<file path="src/rtl/eeword_pkg.sv">
package eeword_pkg;

   localparam int DATA_W   = 16;
   localparam int SIZE_W   = 4;
   localparam int AFIELD_W = 14;
   localparam int OP_W     = 8;
   localparam int BADDR_W  = 16;
   localparam int FRAME_W  = OP_W + BADDR_W + DATA_W;
   localparam logic [OP_W-1:0] OP_READ = 8'h03;

   typedef enum logic [1:0] {
      SQ_IDLE   = 2'd0,
      SQ_SPI    = 2'd1,
      SQ_ABSENT = 2'd2
   } seq_state_t;

   function automatic logic [DATA_W-1:0] order_bytes(input logic [DATA_W-1:0] rx);
      return {rx[7:0], rx[15:8]};
   endfunction

endpackage

</file>
<file path="src/rtl/eeword_regs.sv">
module eeword_regs
   import eeword_pkg::*;
#(
   parameter int          BUS_AW   = 8,
   parameter logic [31:0] CTRL_OFS = 32'h10,
   parameter logic [31:0] READ_OFS = 32'h14,
   parameter int          WA       = 14
) (
   input  logic              bus_sel,
   input  logic              bus_we,
   input  logic [BUS_AW-1:0] bus_addr,
   input  logic [31:0]       bus_wdata,
   output logic [31:0]       bus_rdata,
   input  logic              ee_present,
   input  logic [SIZE_W-1:0] ee_size_code,
   input  logic              done,
   input  logic [WA-1:0]     addr_q,
   input  logic [DATA_W-1:0] data_q,
   output logic              start_req,
   output logic [WA-1:0]     start_addr
);
   localparam int PAD = AFIELD_W - WA;
   localparam logic [BUS_AW-1:0] CTRL_A = CTRL_OFS[BUS_AW-1:0];
   localparam logic [BUS_AW-1:0] READ_A = READ_OFS[BUS_AW-1:0];

   logic [AFIELD_W-1:0] afield;
   logic                unused_wdata;

   generate
      if (PAD > 0) begin : g_pad
         assign afield = {{PAD{1'b0}}, addr_q};
      end else begin : g_full
         assign afield = addr_q;
      end
   endgenerate

   assign start_req    = bus_sel & bus_we & (bus_addr == READ_A) & bus_wdata[0];
   assign start_addr   = bus_wdata[WA+1:2];
   assign unused_wdata = ^bus_wdata;

   always_comb begin
      bus_rdata = '0;
      if (bus_addr == CTRL_A) begin
         bus_rdata[8]     = ee_present;
         bus_rdata[14:11] = ee_size_code;
      end else if (bus_addr == READ_A) begin
         bus_rdata = {data_q, afield, done, 1'b0};
      end
   end
endmodule

</file>
<file path="src/rtl/eeword_spi_eng.sv">
module eeword_spi_eng
   import eeword_pkg::*;
#(
   parameter int CLK_DIV = 4
) (
   input  logic               clk,
   input  logic               rst_n,
   input  logic               go,
   input  logic [FRAME_W-1:0] tx_frame,
   input  logic               spi_miso,
   output logic               spi_sck,
   output logic               spi_cs_n,
   output logic               spi_mosi,
   output logic               fin,
   output logic [DATA_W-1:0]  rx_word
);
   localparam int BN_W = $clog2(FRAME_W);
   localparam logic [BN_W-1:0] LAST_BIT = BN_W'(FRAME_W - 1);

   logic [FRAME_W-1:0] sh;
   logic [BN_W-1:0]    bitn;
   logic               tick;

   generate
      if (CLK_DIV == 1) begin : g_nodiv
         assign tick = 1'b1;
      end else begin : g_div
         localparam int DW = $clog2(CLK_DIV);
         localparam logic [DW-1:0] DMAX = DW'(CLK_DIV - 1);
         logic [DW-1:0] div;
         always_ff @(posedge clk or negedge rst_n) begin
            if (!rst_n)               div <= '0;
            else if (go || spi_cs_n)  div <= '0;
            else if (div == DMAX)     div <= '0;
            else                      div <= div + 1'b1;
         end
         assign tick = (div == DMAX);
      end
   endgenerate

   assign spi_mosi = sh[FRAME_W-1];

   always_ff @(posedge clk or negedge rst_n) begin
      if (!rst_n) begin
         spi_cs_n <= 1'b1;
         spi_sck  <= 1'b0;
         sh       <= '0;
         bitn     <= '0;
         fin      <= 1'b0;
         rx_word  <= '0;
      end else begin
         fin <= 1'b0;
         if (spi_cs_n) begin
            if (go) begin
               spi_cs_n <= 1'b0;
               spi_sck  <= 1'b0;
               sh       <= tx_frame;
               bitn     <= '0;
            end
         end else if (tick) begin
            if (!spi_sck) begin
               spi_sck <= 1'b1;
               rx_word <= {rx_word[DATA_W-2:0], spi_miso};
            end else begin
               spi_sck <= 1'b0;
               sh      <= {sh[FRAME_W-2:0], 1'b0};
               if (bitn == LAST_BIT) begin
                  spi_cs_n <= 1'b1;
                  fin      <= 1'b1;
               end else begin
                  bitn <= bitn + 1'b1;
               end
            end
         end
      end
   end
endmodule

</file>
<file path="src/rtl/eeword_seq.sv">
module eeword_seq
   import eeword_pkg::*;
#(
   parameter int WA = 14
) (
   input  logic               clk,
   input  logic               rst_n,
   input  logic               start_req,
   input  logic [WA-1:0]      start_addr,
   input  logic               ee_present,
   input  logic               fin,
   input  logic [DATA_W-1:0]  rx_word,
   output logic               go,
   output logic [FRAME_W-1:0] tx_frame,
   output logic               start_acc,
   output logic               busy,
   output logic               done,
   output logic [WA-1:0]      addr_q,
   output logic [DATA_W-1:0]  data_q
);
   seq_state_t          state;
   logic [BADDR_W-1:0]  byte_addr;

   assign start_acc = start_req & (state == SQ_IDLE);
   assign go        = start_acc & ee_present;
   assign busy      = (state != SQ_IDLE);
   assign byte_addr = BADDR_W'({start_addr, 1'b0});
   assign tx_frame  = {OP_READ, byte_addr, {DATA_W{1'b0}}};

   always_ff @(posedge clk or negedge rst_n) begin
      if (!rst_n) begin
         state  <= SQ_IDLE;
         done   <= 1'b0;
         addr_q <= '0;
         data_q <= '0;
      end else begin
         unique case (state)
            SQ_IDLE: if (start_acc) begin
               addr_q <= start_addr;
               done   <= 1'b0;
               state  <= ee_present ? SQ_SPI : SQ_ABSENT;
            end
            SQ_SPI: if (fin) begin
               data_q <= order_bytes(rx_word);
               done   <= 1'b1;
               state  <= SQ_IDLE;
            end
            SQ_ABSENT: begin
               data_q <= '1;
               done   <= 1'b1;
               state  <= SQ_IDLE;
            end
            default: state <= SQ_IDLE;
         endcase
      end
   end
endmodule

</file>
<file path="src/rtl/eeword_fetch.sv">
module eeword_fetch
   import eeword_pkg::*;
#(
   parameter int          BUS_AW      = 8,
   parameter logic [31:0] CTRL_OFS    = 32'h10,
   parameter logic [31:0] READ_OFS    = 32'h14,
   parameter int          WORD_ADDR_W = 14,
   parameter int          CLK_DIV     = 4
) (
   input  logic              clk,
   input  logic              rst_n,
   input  logic              bus_sel,
   input  logic              bus_we,
   input  logic [BUS_AW-1:0] bus_addr,
   input  logic [31:0]       bus_wdata,
   output logic [31:0]       bus_rdata,
   input  logic              ee_present,
   input  logic [3:0]        ee_size_code,
   output logic              spi_sck,
   output logic              spi_cs_n,
   output logic              spi_mosi,
   input  logic              spi_miso
);
   initial begin : p_elab_chk
      if (WORD_ADDR_W < 1 || WORD_ADDR_W > AFIELD_W)
         $error("WORD_ADDR_W must be 1..%0d", AFIELD_W);
      if (CLK_DIV < 1)
         $error("CLK_DIV must be at least 1");
      if (CTRL_OFS[BUS_AW-1:0] == READ_OFS[BUS_AW-1:0])
         $error("register offsets collide");
   end

   logic                   start_req, start_acc, go, fin, seq_busy, done;
   logic [WORD_ADDR_W-1:0] start_addr, addr_q;
   logic [DATA_W-1:0]      data_q, rx_word;
   logic [FRAME_W-1:0]     tx_frame;

   eeword_regs #(
      .BUS_AW(BUS_AW), .CTRL_OFS(CTRL_OFS), .READ_OFS(READ_OFS), .WA(WORD_ADDR_W)
   ) u_regs (
      .bus_sel(bus_sel), .bus_we(bus_we), .bus_addr(bus_addr),
      .bus_wdata(bus_wdata), .bus_rdata(bus_rdata),
      .ee_present(ee_present), .ee_size_code(ee_size_code),
      .done(done), .addr_q(addr_q), .data_q(data_q),
      .start_req(start_req), .start_addr(start_addr)
   );

   eeword_seq #(.WA(WORD_ADDR_W)) u_seq (
      .clk(clk), .rst_n(rst_n), .start_req(start_req), .start_addr(start_addr),
      .ee_present(ee_present), .fin(fin), .rx_word(rx_word), .go(go),
      .tx_frame(tx_frame), .start_acc(start_acc), .busy(seq_busy),
      .done(done), .addr_q(addr_q), .data_q(data_q)
   );

   eeword_spi_eng #(.CLK_DIV(CLK_DIV)) u_spi (
      .clk(clk), .rst_n(rst_n), .go(go), .tx_frame(tx_frame),
      .spi_miso(spi_miso), .spi_sck(spi_sck), .spi_cs_n(spi_cs_n),
      .spi_mosi(spi_mosi), .fin(fin), .rx_word(rx_word)
   );
endmodule

</file>
<file path="config.mk">
export PLATFORM = sky130hd
export DESIGN_NAME = eeword_fetch
export DESIGN_NICKNAME = d
export VERILOG_FILES = /design/src/rtl/eeword_pkg.sv /design/src/rtl/eeword_regs.sv /design/src/rtl/eeword_spi_eng.sv /design/src/rtl/eeword_seq.sv /design/src/rtl/eeword_fetch.sv
export SDC_FILE = /design/constraint.sdc
export NUM_CORES = 1
export LEC_CHECK = 0
export BUFFER_PORTS_ARGS = -buffer_cell sky130_fd_sc_hd__buf_2
export CAP_MARGIN = 20
export CORE_UTILIZATION = 45
export DETAILED_ROUTE_END_ITERATION = 12
export PLACE_DENSITY_LB_ADDON = 0.12
export SKIP_CTS_REPAIR_TIMING = 1
export SYNTH_ARGS = -nofsm -noshare
export SYNTH_HDL_FRONTEND = slang
export SYNTH_SLANG_ARGS = --single-unit
</file>
<file path="constraint.sdc">
create_clock -name clk -period 2.9 [get_ports clk]
set_input_delay 0.145 -clock clk [delete_from_list [all_inputs] [get_ports clk]]
set_output_delay 0.145 -clock clk [all_outputs]
set_load 0.02 [all_outputs]
</file>
==> impl_metrics.json, run 1 <==
{
  "status": "complete, no violations",
  "ys.warnings.count": 0,
  "port_buffers": 66,
  "critPathLaunchType": "flip-flop",
  "max-slew-margin-rel_pct": 39.3,
  "fin_nets": 484,
  "worstPathMaxFanout": 16,
  "start_util_pct": 47.1,
  "ir_drop_mv": 0.266,
  "power_density_mw_per_mm2": 453,
  "fillCellCount": 778,
  "grt_max_degree": 84,
  "cts_tree": "built",
  "p_total_uw": 2050,
  "synthFlopType": "dfrtp_1",
  "n_antenna_cell": 0,
  "path_clk_slew_ns": 0.09,
  "final_hold_viol_count": 0,
  "firstDrtPassIters": 4,
  "drive_gt1_share_pct": 30.2,
  "htreeDepth": 3,
  "final_cell_mix": "dfrtp_1 (82), buf_2 (65), nor2_1 (50)",
  "register_area_mm2": 0.00208,
  "viasPerCell": 5.18,
  "grt_pass1_wl_um": 12900,
  "synthCells": 367,
  "insertion_delay_ns": 0.35,
  "fin_tns_setup_ns": 0,
  "core-area_mm2": 0.00830,
  "routed_wl_um": 7760,
  "gp_congestion": 0.826,
  "vias": 2791,
  "io_pins": 85,
  "end_kind": "flip-flop",
  "gr-total-overflow": 0,
  "synth-seq-cells": 83,
  "grt_usage_pct": 18.9,
  "crit_arrival_ns": 2.38,
  "cp.required_ns": 3.13,
  "area_delta_synth_final_pct": 15.7,
  "seq_area_frac_synth_pct": 53.1,
  "die_w_um": 95.2,
  "fmax_mhz": 466,
  "rsz0062_at_grt": "false",
  "grt_pass1_vias": 2656,
  "drtIter0Drc": 121,
  "root_buffer": "clkbuf_8",
  "finalMaxSlewViolations": 0,
  "synth_area_mm2": 0.00391,
  "crit_type": "reg -> reg",
  "period_minus_slack_ns": 2.14,
  "async_flop_share_pct": 100,
  "holdWs_ns": 0.0271,
  "fin_skew_ns": 0.0132,
  "wire_per_inst_um": 14.4,
  "dp_hpwl_um": 4910,
  "clk_path_buf_depth": 2,
  "synth_area_per_cell_um2": 10.7,
  "final_common_cell": "dfrtp_1",
  "leakage_uw": 0.00228,
  "row_count": 33,
  "antenna_found_initial": 0,
  "drc": 0,
  "multi_input_area_mm2": 0.00169,
  "syn_nets": 422,
  "die_h_um": 95.2,
  "cts_sinks": 83,
  "synth_edf_count": 0,
  "cts-buffers-inserted": 9,
  "die_area_mm2": 0.00907,
  "finalCritPeriodShare_pct": 73.9,
  "worst_pin_slew_ns": 0.911,
  "postRouteAntennaNets": 0,
  "synth_cell_type_count": 44,
  "setup_viol": 0,
  "hp-class": "in -> reg",
  "maxCapViolations": 0
}
synthesized netlist by cell type, types with 2 or more instances:
cell | count | area (um^2)
a211o_1 | 2 | 17.5
a21oi_1 | 3 | 15.0
a22o_1 | 9 | 78.8
and2_1 | 26 | 163
and3_1 | 2 | 12.5
buf_2 | 2 | 10.0
buf_6 | 3 | 33.8
clkbuf_1 | 17 | 63.8
dfrtp_1 | 82 | 2050
ha_1 | 5 | 62.6
inv_1 | 6 | 22.5
mux2_2 | 20 | 225
mux2_4 | 10 | 150
nand2_1 | 36 | 135
nand3_1 | 4 | 20.0
nand4_1 | 2 | 12.5
nor2_1 | 50 | 188
nor3_1 | 10 | 50.1
nor3b_1 | 2 | 15.0
o21ai_0 | 35 | 175
o221a_1 | 6 | 67.6
o221a_2 | 6 | 67.6
o22ai_1 | 3 | 18.8
or3_1 | 2 | 12.5
or4_1 | 2 | 15.0
xnor2_1 | 3 | 26.3
xor2_1 | 2 | 17.5
final cells by class:
type                            instances  share of cell area, %
Clock inverter                          6                   1.11
Clock buffer                           10                   2.82
Multi-Input combinational cell        254                   37.4
Timing Repair Buffer                   75                   9.40
Inverter                                6                  0.498
Tap cell                              105                   2.90
Sequential cell                        83                   45.9
critical path, stage by stage (launching register included):
cell and delay [ns]:
dfrtp_1 0.41, inv_1 0.11, ha_1 0.22, nand3_1 0.14
or4_1 0.75, o221a_2 0.39
power by group:
group          switching (uW)  internal [uW]  total [uW]
clock                     439            320         759
sequential               13.0           1170        1180
combinational            63.4           44.2         108
final timing paths:
kind	from	endpoint	slack, ns	cells after the start
max in group asynchronous	rst_n	u_spi.spi_cs_n	2.06	3
worst max-delay path	u_seq.state[1]	u_spi.sh[18]	0.76	5
worst min register to register	u_spi.g_div.div[0]	u_spi.g_div.div[0]	0.45	1
worst max register to register	u_seq.state[1]	u_spi.sh[18]	0.76	5
min in group asynchronous	rst_n	u_seq.done	0.20	2
worst min-delay path	spi_miso	u_spi.rx_word[0]	0.03	2
layer usage:
| layer | GRT usage, % | routed length (um) | share of wire, % | up-vias |
|---|---|---|---|---|
| met5 | 0 | 0 | 0 | - |
| met4 | 5.30 | 42 | 0.54 | 0 |
| met3 | 5.26 | 321 | 4.1 | 2 |
| met2 | 29.7 | 3540 | 46 | 63 |
| met1 | 25.6 | 3860 | 50 | 1329 |
| li1 | - | - | - | 1397 |
stage by stage:
stage	instance area, um^2	utilization [%]	setup slack, ns	std cells
after floorplan	3910	-	0.826	367
after global placement	4300	51.8	0.709	520
after detailed placement	4300	51.8	0.688	520
after CTS	4480	54.0	0.762	536
after global routing	4530	54.5	0.643	539
final	4530	54.5	0.756	539
logic make-up after synthesis:
group	share of synthesized area [%]
and+or+nand+nor	18.0
DFF	53.1
AOI/OAI and AO/OA	12.2
muxes	9.85
buffers and inverters	4.03
adders and majority gates	1.60
xor gates and xnor gates	1.12
other	0.0958
flip-flops by register name, indices dropped and copies added, names as in the netlist:
| register | count |
|---|---|
| u_seq.done | 1 |
| u_spi.sh | 23 |
| u_spi.rx_word | 16 |
| u_spi.fin | 1 |
| u_spi.bitn | 6 |
| u_spi.spi_cs_n | 1 |
| u_seq.state | 2 |
| u_spi.spi_sck | 1 |
| u_spi.g_div.div | 2 |
| u_seq.addr_q | 14 |
| u_seq.data_q | 16 |
No activity file was read; power rests on OpenSTA's default activity.
==> run 2: changes to the inputs <==
ABC_AREA = 1   (was not set)
clock period = 2.2 ns   (was 2.9 ns; I/O delays follow)
==> run 2 against run 1 <==
Die area is 0.78% higher; cell area increased by 1.4%; first-iteration DRC count grew 8.3%; largest cell class unchanged; routed wire length grew 2.0%.
==> impl_metrics.json, run 2 <==
{
  "crit_type": "reg -> reg",
  "firstDrtPassIters": 4,
  "holdWs_ns": 0.0131,
  "status": "complete, no violations",
  "maxCapViolations": 0,
  "fin_skew_ns": 0.00940,
  "power_frac_clock_pct": 40.4,
  "final_hold_viol_count": 0,
  "syn_nets": 504,
  "seq_area_frac_synth_pct": 52.7,
  "worst_pin_slew_ns": 0.536,
  "antenna_found_initial": 0,
  "synth-seq-cells": 83,
  "end_kind": "flip-flop",
  "largest_registers": "u_spi.sh: 23 flops, u_seq.data_q: 16 flops, u_spi.rx_word: 16 flops",
  "gr-total-overflow": 0,
  "synthFlopType": "dfrtp_1",
  "path_clk_slew_ns": 0.09,
  "synth_area_per_cell_um2": 8.78,
  "vias": 3041,
  "register_area_mm2": 0.00208,
  "grt_usage_pct": 18.7,
  "drtIter0Drc": 131,
  "gp_congestion": 0.770,
  "n_antenna_cell": 0,
  "p_int_uw": 2320,
  "rrSetupSlack_ns": 0.51,
  "finalMaxSlewViolations": 0,
  "critPathLaunchType": "flip-flop",
  "crit_arrival_ns": 1.94,
  "ir_drop_mv": 0.343,
  "fmax_mhz": 591,
  "cts_tree": "built",
  "cts_sinks": 83,
  "yosysTopAreaCell": "dfrtp_1",
  "port_buffers": 66,
  "yosysMostFrequentCell": "nand2_1",
  "root_buffer": "clkbuf_8",
  "finalCritPeriodShare_pct": 76.9,
  "hp-class": "in -> reg",
  "crit_start": "u_seq.state[1]",
  "r2r_start": "u_seq.state[1]",
  "die_area_mm2": 0.00914,
  "sw_frac_of_total_pct": 23.9,
  "multi_input_area_mm2": 0.00151,
  "synthCells": 449,
  "viasPerCell": 4.87,
  "drc": 0,
  "synth_area_leaders": "dfrtp_1 (52%), nand2_1 (8.0%), nand3_1 (6.3%)",
  "drive_gt1_share_pct": 24.3,
  "start_util_pct": 47.3,
  "cp.required_ns": 2.45,
  "top_register": "u_spi.sh",
  "core-area_mm2": 0.00834,
  "routed_wl_um": 7920,
  "crit_slowest_cell": "dfrtp_1",
  "insertion_delay_ns": 0.36,
  "final_common_cell": "nand2_1",
  "fin_tns_setup_ns": 0,
  "period_minus_slack_ns": 1.69,
  "synth_area_mm2": 0.00394,
  "cts-buffers-inserted": 9,
  "synth_edf_count": 0,
  "p_sw_uw": 730,
  "fin_nets": 569,
  "dp_hpwl_um": 5340,
  "wire_per_inst_um": 12.7,
  "max-slew-margin-rel_pct": 64.3,
  "power_frac_comb_pct": 6.3,
  "die_h_um": 95.6,
  "rsz0062_at_grt": "false",
  "grt_max_degree": 44,
  "largest_reg_flops": 23,
  "seqPwrFrac_pct": 53.3,
  "crit_family": "simple AND/OR/NAND/NOR gates",
  "worstHoldStart": "bus_wdata[7]",
  "synth.top_cell.area_share_pct": 52.0,
  "power_density_mw_per_mm2": 665,
  "max_stage_delay_ns": 0.42,
  "fillCellCount": 782,
  "clk_path_buf_depth": 2,
  "final_cell_mix": "nand2_1 (84), dfrtp_1 (82), buf_2 (65)",
  "grt_pass1_wl_um": 12900,
  "crit_top_cell": "nand2_1",
  "setup_viol": 0,
  "async_flop_share_pct": 100,
  "critPathBufInv": 2,
  "row_count": 33,
  "postRouteAntennaNets": 0,
  "synthTopCellsByCount": "nand2_1 (84), dfrtp_1 (82), inv_1 (56)",
  "worstPathMaxFanout": 27,
  "leakage_uw": 0.00232,
  "area_delta_synth_final_pct": 16.3,
  "ys.warnings.count": 0,
  "die_w_um": 95.6,
  "htreeDepth": 3,
  "io_pins": 85,
  "grt_pass1_vias": 2817,
  "synth_cell_type_count": 30,
  "cp_cell_sequence": "inv_1 -> ha_1 -> nand2_2 -> inv_2 -> nand2_1 -> nand2_1 -> nand2_1"
}
-- run 2: cell types whose count changed in the layout (fill, tap and decap cells not counted), sizes merged, moves of 8 or more --
cell / change
a22o: -9
and2: -26
inv: +56
mux2: -16
nand2: +54
nand3: +47
nor3: -8
o21ai: +30
o221a: -12
-- run 2: through the flow --
step                      util, %  power [uW]  instance area [um^2]  cells  setup WS, ns
after floorplan                 -        1750                  3940    449         0.666
after global placement       52.0        1840                  4330    605         0.610
after detailed placement     52.0        1850                  4330    605         0.567
after CTS                    54.6        3090                  4560    621         0.538
after global routing         55.0        3190                  4590    624         0.360
final                        55.0        3050                  4590    624         0.508
-- run 2: cell type report --
| class | instances | share of cell area (%) |
|---|---|---|
| Sequential cell | 83 | 45.3 |
| Multi-Input combinational cell | 284 | 32.8 |
| Timing Repair Buffer | 75 | 9.17 |
| Inverter | 61 | 4.99 |
| Tap cell | 105 | 2.86 |
| Clock buffer | 9 | 2.70 |
| Clock inverter | 7 | 2.15 |
-- run 2: worst register-to-register path, stage by stage (launching register included) --
cell     delay (ns)
dfrtp_1        0.42
inv_1          0.10
ha_1           0.30
nand2_2        0.36
inv_2          0.18
nand2_1        0.10
nand2_1        0.07
nand2_1        0.05
-- run 2: per-layer routing --
layer / routed length (um) / GRT usage (%) / vias to the layer above / share of wire (%)
li1: - / - / 1572 / -
met1: 3920 / 25.1 / 1408 / 50
met2: 3600 / 29.6 / 53 / 45
met3: 301 / 4.55 / 8 / 3.8
met4: 96 / 6.59 / 0 / 1.2
met5: 0 / 0 / - / 0
-- run 2: logic make-up after synthesis --
group	count (synthesis)	synth area share, %
fa+ha+maj	5	1.59
flops	83	52.7
other cells	1	0.0951
buf+inv	82	9.14
compound gates	71	9.93
xor+xnor	1	0.222
mux	14	4.00
simple gates	192	22.3
-- run 2: power by group through the flow --
stage          sequential (uW)  clock, uW  combinational, uW
2_1_floorplan             1650          0                102
3_3_place_gp              1650          0                186
3_5_place_dp              1660          0                190
4_1_cts                   1630       1270                192
5_1_grt                   1630       1330                223
6_report                  1630       1230                191
-- run 2: final timing paths --
| kind | end | cells past startpoint |
|---|---|---|
| max reg2reg | u_seq.done | 7 |
| min reg2reg | u_spi.g_div.div[0] | 1 |
| min | u_seq.addr_q[5] | 3 |
| max in group asynchronous | u_spi.bitn[4] | 3 |
| min in group asynchronous | u_seq.addr_q[7] | 2 |
| max | u_seq.done | 7 |
